### src/rtl/rxr_pkg.sv
package rxr_pkg;

  // round a byte count up to a multiple of 2**lg2
  function automatic int unsigned align_up(input int unsigned len, input int unsigned lg2);
    int unsigned unit;
    unit = 32'd1 << lg2;
    return ((len + unit - 32'd1) >> lg2) << lg2;
  endfunction

  // bytes between write pointer and boundary on a ring of 2**aw bytes
  function automatic int unsigned ring_free(input int unsigned cur, input int unsigned bnd,
                                            input int unsigned aw);
    int unsigned span;
    int unsigned d;
    span = 32'd1 << aw;
    d = (bnd - cur) & (span - 32'd1);
    return (d == 32'd0) ? span : d;
  endfunction

endpackage

### src/rtl/rxr_stage.sv
module rxr_stage
  import rxr_pkg::*;
#(
  parameter int AW        = 15,
  parameter int ALIGN_LG2 = 2,
  localparam int CW       = AW + 1
) (
  input  logic          clk,
  input  logic          rst_n,
  input  logic          byte_vld,
  input  logic          end_good,
  input  logic          end_bad,
  input  logic [AW-1:0] cur_ptr,
  input  logic [CW-1:0] free_bytes,
  output logic          buf_wr_en,
  output logic [AW-1:0] buf_wr_addr,
  output logic          commit_evt,
  output logic          drop_evt,
  output logic          rewind_evt,
  output logic [CW-1:0] commit_len,
  output logic [CW-1:0] staged_cnt,
  output logic          ovf_flag
);
  localparam int ALIGN = 1 << ALIGN_LG2;

  logic [CW-1:0] staged_q;
  logic          ovf_q;
  logic          fits;
  logic          accept;
  logic          ovf_eff;
  logic          end_any;
  logic [CW-1:0] len_fin;

  // room must remain for this byte plus one alignment unit of slack
  assign fits    = (32'(staged_q) + 32'd1 + 32'(ALIGN)) <= 32'(free_bytes);
  assign accept  = byte_vld & ~ovf_q & fits;
  assign ovf_eff = ovf_q | (byte_vld & ~fits);
  assign end_any = end_good | end_bad;
  assign len_fin = staged_q + CW'(accept);

  assign commit_evt = end_good & ~end_bad & ~ovf_eff;
  assign drop_evt   = end_any & ovf_eff;
  assign rewind_evt = end_any & ~commit_evt;
  assign commit_len = CW'(align_up(32'(len_fin), ALIGN_LG2));

  assign buf_wr_en   = accept;
  assign buf_wr_addr = cur_ptr + staged_q[AW-1:0];
  assign staged_cnt  = staged_q;
  assign ovf_flag    = ovf_q;

  always_ff @(posedge clk) begin
    if (!rst_n) begin
      staged_q <= '0;
      ovf_q    <= 1'b0;
    end else if (end_any) begin
      staged_q <= '0;
      ovf_q    <= 1'b0;
    end else begin
      if (accept) staged_q <= staged_q + CW'(1);
      ovf_q <= ovf_eff;
    end
  end

endmodule

### src/rtl/rxr_cur_ptr.sv
module rxr_cur_ptr #(
  parameter int AW  = 15,
  localparam int CW = AW + 1
) (
  input  logic          clk,
  input  logic          rst_n,
  input  logic          commit_evt,
  input  logic [CW-1:0] commit_len,
  output logic [AW-1:0] cur_ptr
);
  always_ff @(posedge clk) begin
    if (!rst_n)          cur_ptr <= '0;
    else if (commit_evt) cur_ptr <= cur_ptr + commit_len[AW-1:0];
  end
endmodule

### src/rtl/rxr_bound.sv
module rxr_bound #(
  parameter int AW        = 15,
  parameter int ALIGN_LG2 = 2
) (
  input  logic          clk,
  input  logic          rst_n,
  input  logic          bnd_wr_en,
  input  logic [AW-1:0] bnd_wr_data,
  output logic [AW-1:0] bnd_ptr
);
  logic [AW-ALIGN_LG2-1:0] bnd_hi;

  always_ff @(posedge clk) begin
    if (!rst_n)         bnd_hi <= '0;
    else if (bnd_wr_en) bnd_hi <= bnd_wr_data[AW-1:ALIGN_LG2];
  end

  assign bnd_ptr = {bnd_hi, {ALIGN_LG2{1'b0}}};
endmodule

### src/rtl/rxr_status.sv
module rxr_status
  import rxr_pkg::*;
#(
  parameter int AW        = 15,
  parameter int MAX_FRAME = 1536,
  localparam int CW       = AW + 1
) (
  input  logic [AW-1:0] cur_ptr,
  input  logic [AW-1:0] bnd_ptr,
  output logic [CW-1:0] free_bytes,
  output logic          ring_empty,
  output logic          ring_full
);
  assign free_bytes = CW'(ring_free(32'(cur_ptr), 32'(bnd_ptr), AW));
  assign ring_empty = (cur_ptr == bnd_ptr);
  assign ring_full  = 32'(free_bytes) < 32'(MAX_FRAME);
endmodule

### src/rtl/rx_ring_ptr_mgr.sv
module rx_ring_ptr_mgr #(
  parameter int RING_BYTES = 32768,
  parameter int MAX_FRAME  = 1536,
  parameter int ALIGN_LG2  = 2,
  parameter int DROP_W     = 8,
  localparam int AW        = $clog2(RING_BYTES),
  localparam int CW        = AW + 1
) (
  input  logic              clk,
  input  logic              rst_n,
  input  logic              byte_vld,
  input  logic              end_good,
  input  logic              end_bad,
  input  logic              bnd_wr_en,
  input  logic [AW-1:0]     bnd_wr_data,
  output logic              buf_wr_en,
  output logic [AW-1:0]     buf_wr_addr,
  output logic [AW-1:0]     cur_ptr,
  output logic [AW-1:0]     bnd_ptr,
  output logic [CW-1:0]     free_bytes,
  output logic              ring_empty,
  output logic              ring_full,
  output logic [DROP_W-1:0] drop_cnt
);
  // internal events, named for the checker
  logic          commit_evt;
  logic          drop_evt;
  logic          rewind_evt;
  logic [CW-1:0] commit_len;
  logic [CW-1:0] staged_cnt;
  logic          ovf_flag;

  rxr_stage #(.AW(AW), .ALIGN_LG2(ALIGN_LG2)) u_stage (
    .clk(clk), .rst_n(rst_n), .byte_vld(byte_vld), .end_good(end_good), .end_bad(end_bad),
    .cur_ptr(cur_ptr), .free_bytes(free_bytes), .buf_wr_en(buf_wr_en), .buf_wr_addr(buf_wr_addr),
    .commit_evt(commit_evt), .drop_evt(drop_evt), .rewind_evt(rewind_evt),
    .commit_len(commit_len), .staged_cnt(staged_cnt), .ovf_flag(ovf_flag)
  );

  rxr_cur_ptr #(.AW(AW)) u_cur (
    .clk(clk), .rst_n(rst_n), .commit_evt(commit_evt), .commit_len(commit_len), .cur_ptr(cur_ptr)
  );

  rxr_bound #(.AW(AW), .ALIGN_LG2(ALIGN_LG2)) u_bnd (
    .clk(clk), .rst_n(rst_n), .bnd_wr_en(bnd_wr_en), .bnd_wr_data(bnd_wr_data), .bnd_ptr(bnd_ptr)
  );

  rxr_status #(.AW(AW), .MAX_FRAME(MAX_FRAME)) u_stat (
    .cur_ptr(cur_ptr), .bnd_ptr(bnd_ptr), .free_bytes(free_bytes),
    .ring_empty(ring_empty), .ring_full(ring_full)
  );

  always_ff @(posedge clk) begin
    if (!rst_n)                                drop_cnt <= '0;
    else if (drop_evt && drop_cnt != '1)       drop_cnt <= drop_cnt + DROP_W'(1);
  end

endmodule

### config.mk
export PLATFORM = sky130hd
export DESIGN_NAME = rx_ring_ptr_mgr
export DESIGN_NICKNAME = d
export VERILOG_FILES = /design/src/rtl/rxr_pkg.sv /design/src/rtl/rxr_stage.sv /design/src/rtl/rxr_cur_ptr.sv /design/src/rtl/rxr_bound.sv /design/src/rtl/rxr_status.sv /design/src/rtl/rx_ring_ptr_mgr.sv
export SDC_FILE = /design/constraint.sdc
export NUM_CORES = 1
export LEC_CHECK = 0
export ABC_AREA = 1
export BUFFER_PORTS_ARGS = -buffer_cell sky130_fd_sc_hd__buf_2
export CELL_PAD_IN_SITES_DETAIL_PLACEMENT = 1
export CELL_PAD_IN_SITES_GLOBAL_PLACEMENT = 2
export CORE_MARGIN = 4
export CORE_UTILIZATION = 33
export CTS_CLUSTER_DIAMETER = 120
export DETAILED_ROUTE_END_ITERATION = 8
export PLACE_DENSITY_LB_ADDON = 0.1
export RECOVER_POWER = 25
export SYNTH_ARGS = -nofsm -noshare
export SYNTH_HDL_FRONTEND = slang
export SYNTH_HIERARCHICAL = 1
export SYNTH_SLANG_ARGS = --single-unit
### constraint.sdc
create_clock -name clk -period 11.3 [get_ports clk]
set_input_delay 1.695 -clock clk [delete_from_list [all_inputs] [get_ports clk]]
set_output_delay 1.695 -clock clk [all_outputs]
set_load 0.02 [all_outputs]
Word-level counts from Yosys, hierarchy flattened --
Cells that the tools add are included.
Storage, ports and cells: input bits 21, bits in latches 0, output and inout bits 72, ROM bits 0, memory bits (writable) 0, register bits 53, memories kept 0
Operators by class: eq/ne operators 2, shift-type cells 0, $lt $le $gt $ge 2, div/mod/pow operators 0, $mul 0, multiplexer cells 1, reductions and logical operators 3, add/subtract/negate cells 10, bitwise operators 13
Operator list (count):
- $add A32 B3 Y32 const B | 1
- $le A32 B16 Y1 | 1
- $logic_not A32 Y1 | 1
- $add A15 B15 Y15 | 2
- $add A16 B1 Y17 const B | 1
- $add A16 B1 Y16 const B | 1
- $lt A16 B11 Y1 const B | 1
- $mux W16 | 1
- $add A15 B1 Y15 | 1
- $add A15 B3 Y15 const B | 1
- $eq A15 B15 Y1 | 1
- $sub A15 B1 Y15 const B | 1
- $sub A15 B15 Y15 | 1
- $add A8 B1 Y8 const B | 1
- $ne A8 B8 Y1 const B | 1
- $and A1 B1 Y1 | 6
- $not A1 Y1 | 5
- $or A1 B1 Y1 | 2
- $reduce_or A2 Y1 | 1
- $logic_and A1 B1 Y1 | 1

Longest topological paths before layout --
depth in word-level cells 9, depth in mapped cells 41, mapped depth without buffers 40

Hierarchy --
The synthesis kept the hierarchy.
By module, submodules not included:
- rxr_stage | times used 1, seq. area each 340.3 µm², cells each 408, area an instance 2576.2 µm²
- rxr_cur_ptr | times used 1, seq. area each 300.3 µm², cells each 246, area an instance 1430.1 µm²
- rxr_status | times used 1, seq. area each 0.0 µm², cells each 220, area an instance 1114.8 µm²
- rxr_bound | times used 1, seq. area each 260.2 µm², cells each 85, area an instance 564.3 µm²
- rx_ring_ptr_mgr | times used 1, seq. area each 160.2 µm², cells each 76, area an instance 496.7 µm²

Worst setup path after synthesis --
No wires, ideal clock.
kind register -> output, from reg u_cur.cur_ptr[0], to out buf_wr_en, cell stages (with the launch flop) 24, setup slack 6.080 ns, arrival time 3.525 ns, data required time 9.605 ns, path through dfxtp_1 -> ha_1 -> fa_1 -> inv_1 -> nand2_1 -> nand2_1 -> nand3_1 -> nand2_1 -> nand2_1 -> nand3b_1 -> nand2_1 -> nor2_1 -> nand2_1 -> nor2_1 -> inv_1 -> ha_1 -> nand2_1 -> nor3_1 -> nand3_1 -> nand2_1 -> nand3_2 -> buf_6 -> inv_2 -> buf_6
Between the ends: word-level cells in the longest chain between the ends 5
Ends and longest elaborated chain:
- start: declaration | RTL line rxr_cur_ptr.sv:9 | output logic [AW-1:0] cur_ptr
- start signal: assignment | RTL line rxr_cur_ptr.sv:13 | else if (commit_evt) cur_ptr <= cur_ptr + commit_len[AW-1:0];
- $sub A15 B15 Y15 (*) | RTL line rxr_pkg.sv:16 | d = (bnd - cur) & (span - 32'd1);
- $logic_not A32 Y1 | RTL line rxr_pkg.sv:17 | return (d == 32'd0) ? span : d;
- $mux W16 (*) | RTL line rxr_pkg.sv:17
- named net free_bytes[14] | RTL line rx_ring_ptr_mgr.sv:20 | output logic [CW-1:0] free_bytes,
- $le A32 B16 Y1 (*) | RTL line rxr_stage.sv:35 | assign fits = (32'(staged_q) + 32'd1 + 32'(ALIGN)) <= 32'(free_bytes);
- $and A1 B1 Y1 (*) | RTL line rxr_stage.sv:36 | assign accept = byte_vld & ~ovf_q & fits;
- end: declaration | RTL line rx_ring_ptr_mgr.sv:16 | output logic buf_wr_en,
The timed path passes the listed nets; every way through them passes the cells marked *.

Final worst setup path --
from reg u_cur.cur_ptr[0], to out buf_wr_en
Between the ends: word-level cells in the longest chain between the ends 5
Ends and longest elaborated chain (RTL line):
- $sub A15 B15 Y15 (*) | rxr_pkg.sv:16
- $logic_not A32 Y1 | rxr_pkg.sv:17
- $mux W16 (*) | rxr_pkg.sv:17
- $le A32 B16 Y1 (*) | rxr_stage.sv:35
- $and A1 B1 Y1 (*) | rxr_stage.sv:36
Every way passes the cells marked *; elsewhere a longest branch is shown, timed or not.

==> out/metrics.cfg <==
[critical_path]
reg2reg_from=u_cur/cur_ptr[0]$_SDFFE_PN0P_
start_kind=flip-flop
max_stage_delay_ns=0.45
critical_path_depth=22
rrSetupSlack_ns=5.63
worstSetupPathType=reg -> out
cp_top_family=simple AND/OR/NAND/NOR gates
critical_path_required_ns=9.61
crit_path_start=u_cur/cur_ptr[0]$_SDFFE_PN0P_
cp_cell_sequence=ha_1 > fa_1 > inv_1 > nand2_1 > nand2_1 > nand3_1 > nand2_1 > nand2_1 > nand3b_1 > nand2_1 > nor2_1 > nand2_1 > nor2_1 > inv_1 > ha_1 > nand2_1 > nor3_1 > nand3_1 > nand2_1 > nand3_2 > inv_2 > buf_2
cpMaxStageDelayCell=dfxtp_1
cp_num_buf_inv=4
r2r_cells=33
r2r-end=u_cur/cur_ptr[14]$_SDFFE_PN0P_
endpoint=buf_wr_en
path_max_fanout=21
end_kind=primary output
path_common_cell=nand2_1
arrival_ns=4.62

[placement]
place_congestion=0.847
place_inst=1326
hpwl_mm=17.1
port_buffers=88
place_ws_ns=5.32
placed_area_um2=6710

[global_route]
grt_usage=0.202
gr-usage-met3=0.0218
grt_max_degree=27
grt-ovfl-total=0
busiest_layer=met2
grt_pass1_vias=6321
grt_pass1_wl_mm=33.4
grt_util_met2=0.341
antenna_found_initial=0
use_met1=0.276

[outcome]
status=complete, no violations

[finish]
n_antenna_cell=0
final_common_cell=nand2_1
stdcell_count=1334
post-route-util=0.379
drive_gt1_frac=0.128
layout_common_cells=290 x nand2_1, 186 x inv_1, 133 x nor2_1
nets=1188
final_area_um2=6870
n_fill_cell=2563
syn2layout_area_growth_pct=11.7

[clock_network]
clockRootBuffer=clkbuf_16
htreeDepth=2
cts.sinks=53
cts_buffer_depth=2
cts_setup_buffers=0
cts_tree=yes
clk_pin_slew_ns=0.08
clk_latency_ns=0.31
cts_buffers=5
cts_hold_buf=0
cts-resized-gates=0

[route]
via_per_inst=4.72
drc_errors=0
vias=6295
antenna_left=0
drt_pre_antenna_iters=4
wl_per_cell_um=15.4
drt-total-wl_mm=20.5
drt-initial-drc-count=219

[floorplan]
chipWidth_um=145
coreArea_um2=18100
start_util=0.339
rows=49
die_area_um2=20900
die_h_um=145
ios=93

[timing]
rsz0062_at_grt=no
timing.final.ws_setup_ns=4.98
fin_crit_ns=6.32
slew_viol_final=0
finClkSkew_ns=0.00925
hold_viol=0
fmax_mhz=158
period_share=0.559
setup_viol=0
tightestPinTransition_ns=1.04
max_slew_margin=0.304
tns_ns=0

[yosys]
syn_inst=1029
ys_warn_count=6
syn_area_um2=6150
avgSynthCellArea_um2=5.98

[power_and_ir_drop]
ir_drop_v=0.0000509
power.density_nw_per_um2=95.8
power.leakage_nw=3.88

[flow_run]
drv_cap=0

[min_path]
hp-class=reg -> reg

[through the flow]
step,hold slack (ns),total power [mW]
final,0.475,0.659
after CTS,0.478,0.671
after global routing,0.503,0.709
after detailed placement,0.468,0.460
after floorplan,0.480,0.386
after global placement,0.463,0.457
[power by group]
part           total, mW  switching [mW]  internal (mW)
clock              0.207          0.0802          0.127
combinational      0.245           0.166         0.0789
sequential         0.206          0.0128          0.194
[routing by layer]
metal / vias to the layer above / wire length, µm
li1: 3302 / -
met1: 2870 / 10100
met2: 103 / 9350
met5: - / 0
met4: 0 / 346
met3: 20 / 660
[layout make-up]
type | count | area (µm²) | share of cell area
well taps | 229 | 287 | 0.0417
multi-input cells | 757 | 4170 | 0.606
clock buffers | 5 | 125 | 0.0182
repair buffers | 89 | 425 | 0.0619
inverters | 198 | 743 | 0.108
flip-flops and latches | 53 | 1060 | 0.154
clock inverters | 3 | 65.1 | 0.00947
[worst reg2reg max path, delay by kind of cell (launching register included)]
family / cells / cell delay [ns]
AOI/OAI and AO/OA: 3 / 0.48
adders and majority gates: 4 / 1.37
buffers and inverters: 2 / 0.24
DFF: 1 / 0.45
and+or+nand+nor: 24 / 3.03
[worst min path at each step]
| stage | start | to | slack, ns | cells past startpoint |
|---|---|---|---|---|
| detailed placement | drop_cnt[6]$_SDFFE_PN0P_ | drop_cnt[6]$_SDFFE_PN0P_ | 0.47 | 2 |
| finish | drop_cnt[6]$_SDFFE_PN0P_ | drop_cnt[6]$_SDFFE_PN0P_ | 0.47 | 2 |
| global route | drop_cnt[6]$_SDFFE_PN0P_ | drop_cnt[6]$_SDFFE_PN0P_ | 0.50 | 2 |
| floorplan | u_stage/staged_cnt[15]$_SDFFE_PP0P_ | u_stage/staged_cnt[15]$_SDFFE_PP0P_ | 0.48 | 2 |
| global placement | drop_cnt[6]$_SDFFE_PN0P_ | drop_cnt[6]$_SDFFE_PN0P_ | 0.46 | 2 |
| CTS | drop_cnt[6]$_SDFFE_PN0P_ | drop_cnt[6]$_SDFFE_PN0P_ | 0.48 | 2 |
[state kept, by name, indices dropped and copies added, names as in the netlist]
register	count
drop_cnt	8
u_bnd/bnd_hi	13
u_cur/cur_ptr	15
u_stage/ovf_flag	1
u_stage/staged_cnt	16
No activity file was read; power rests on OpenSTA's default activity.
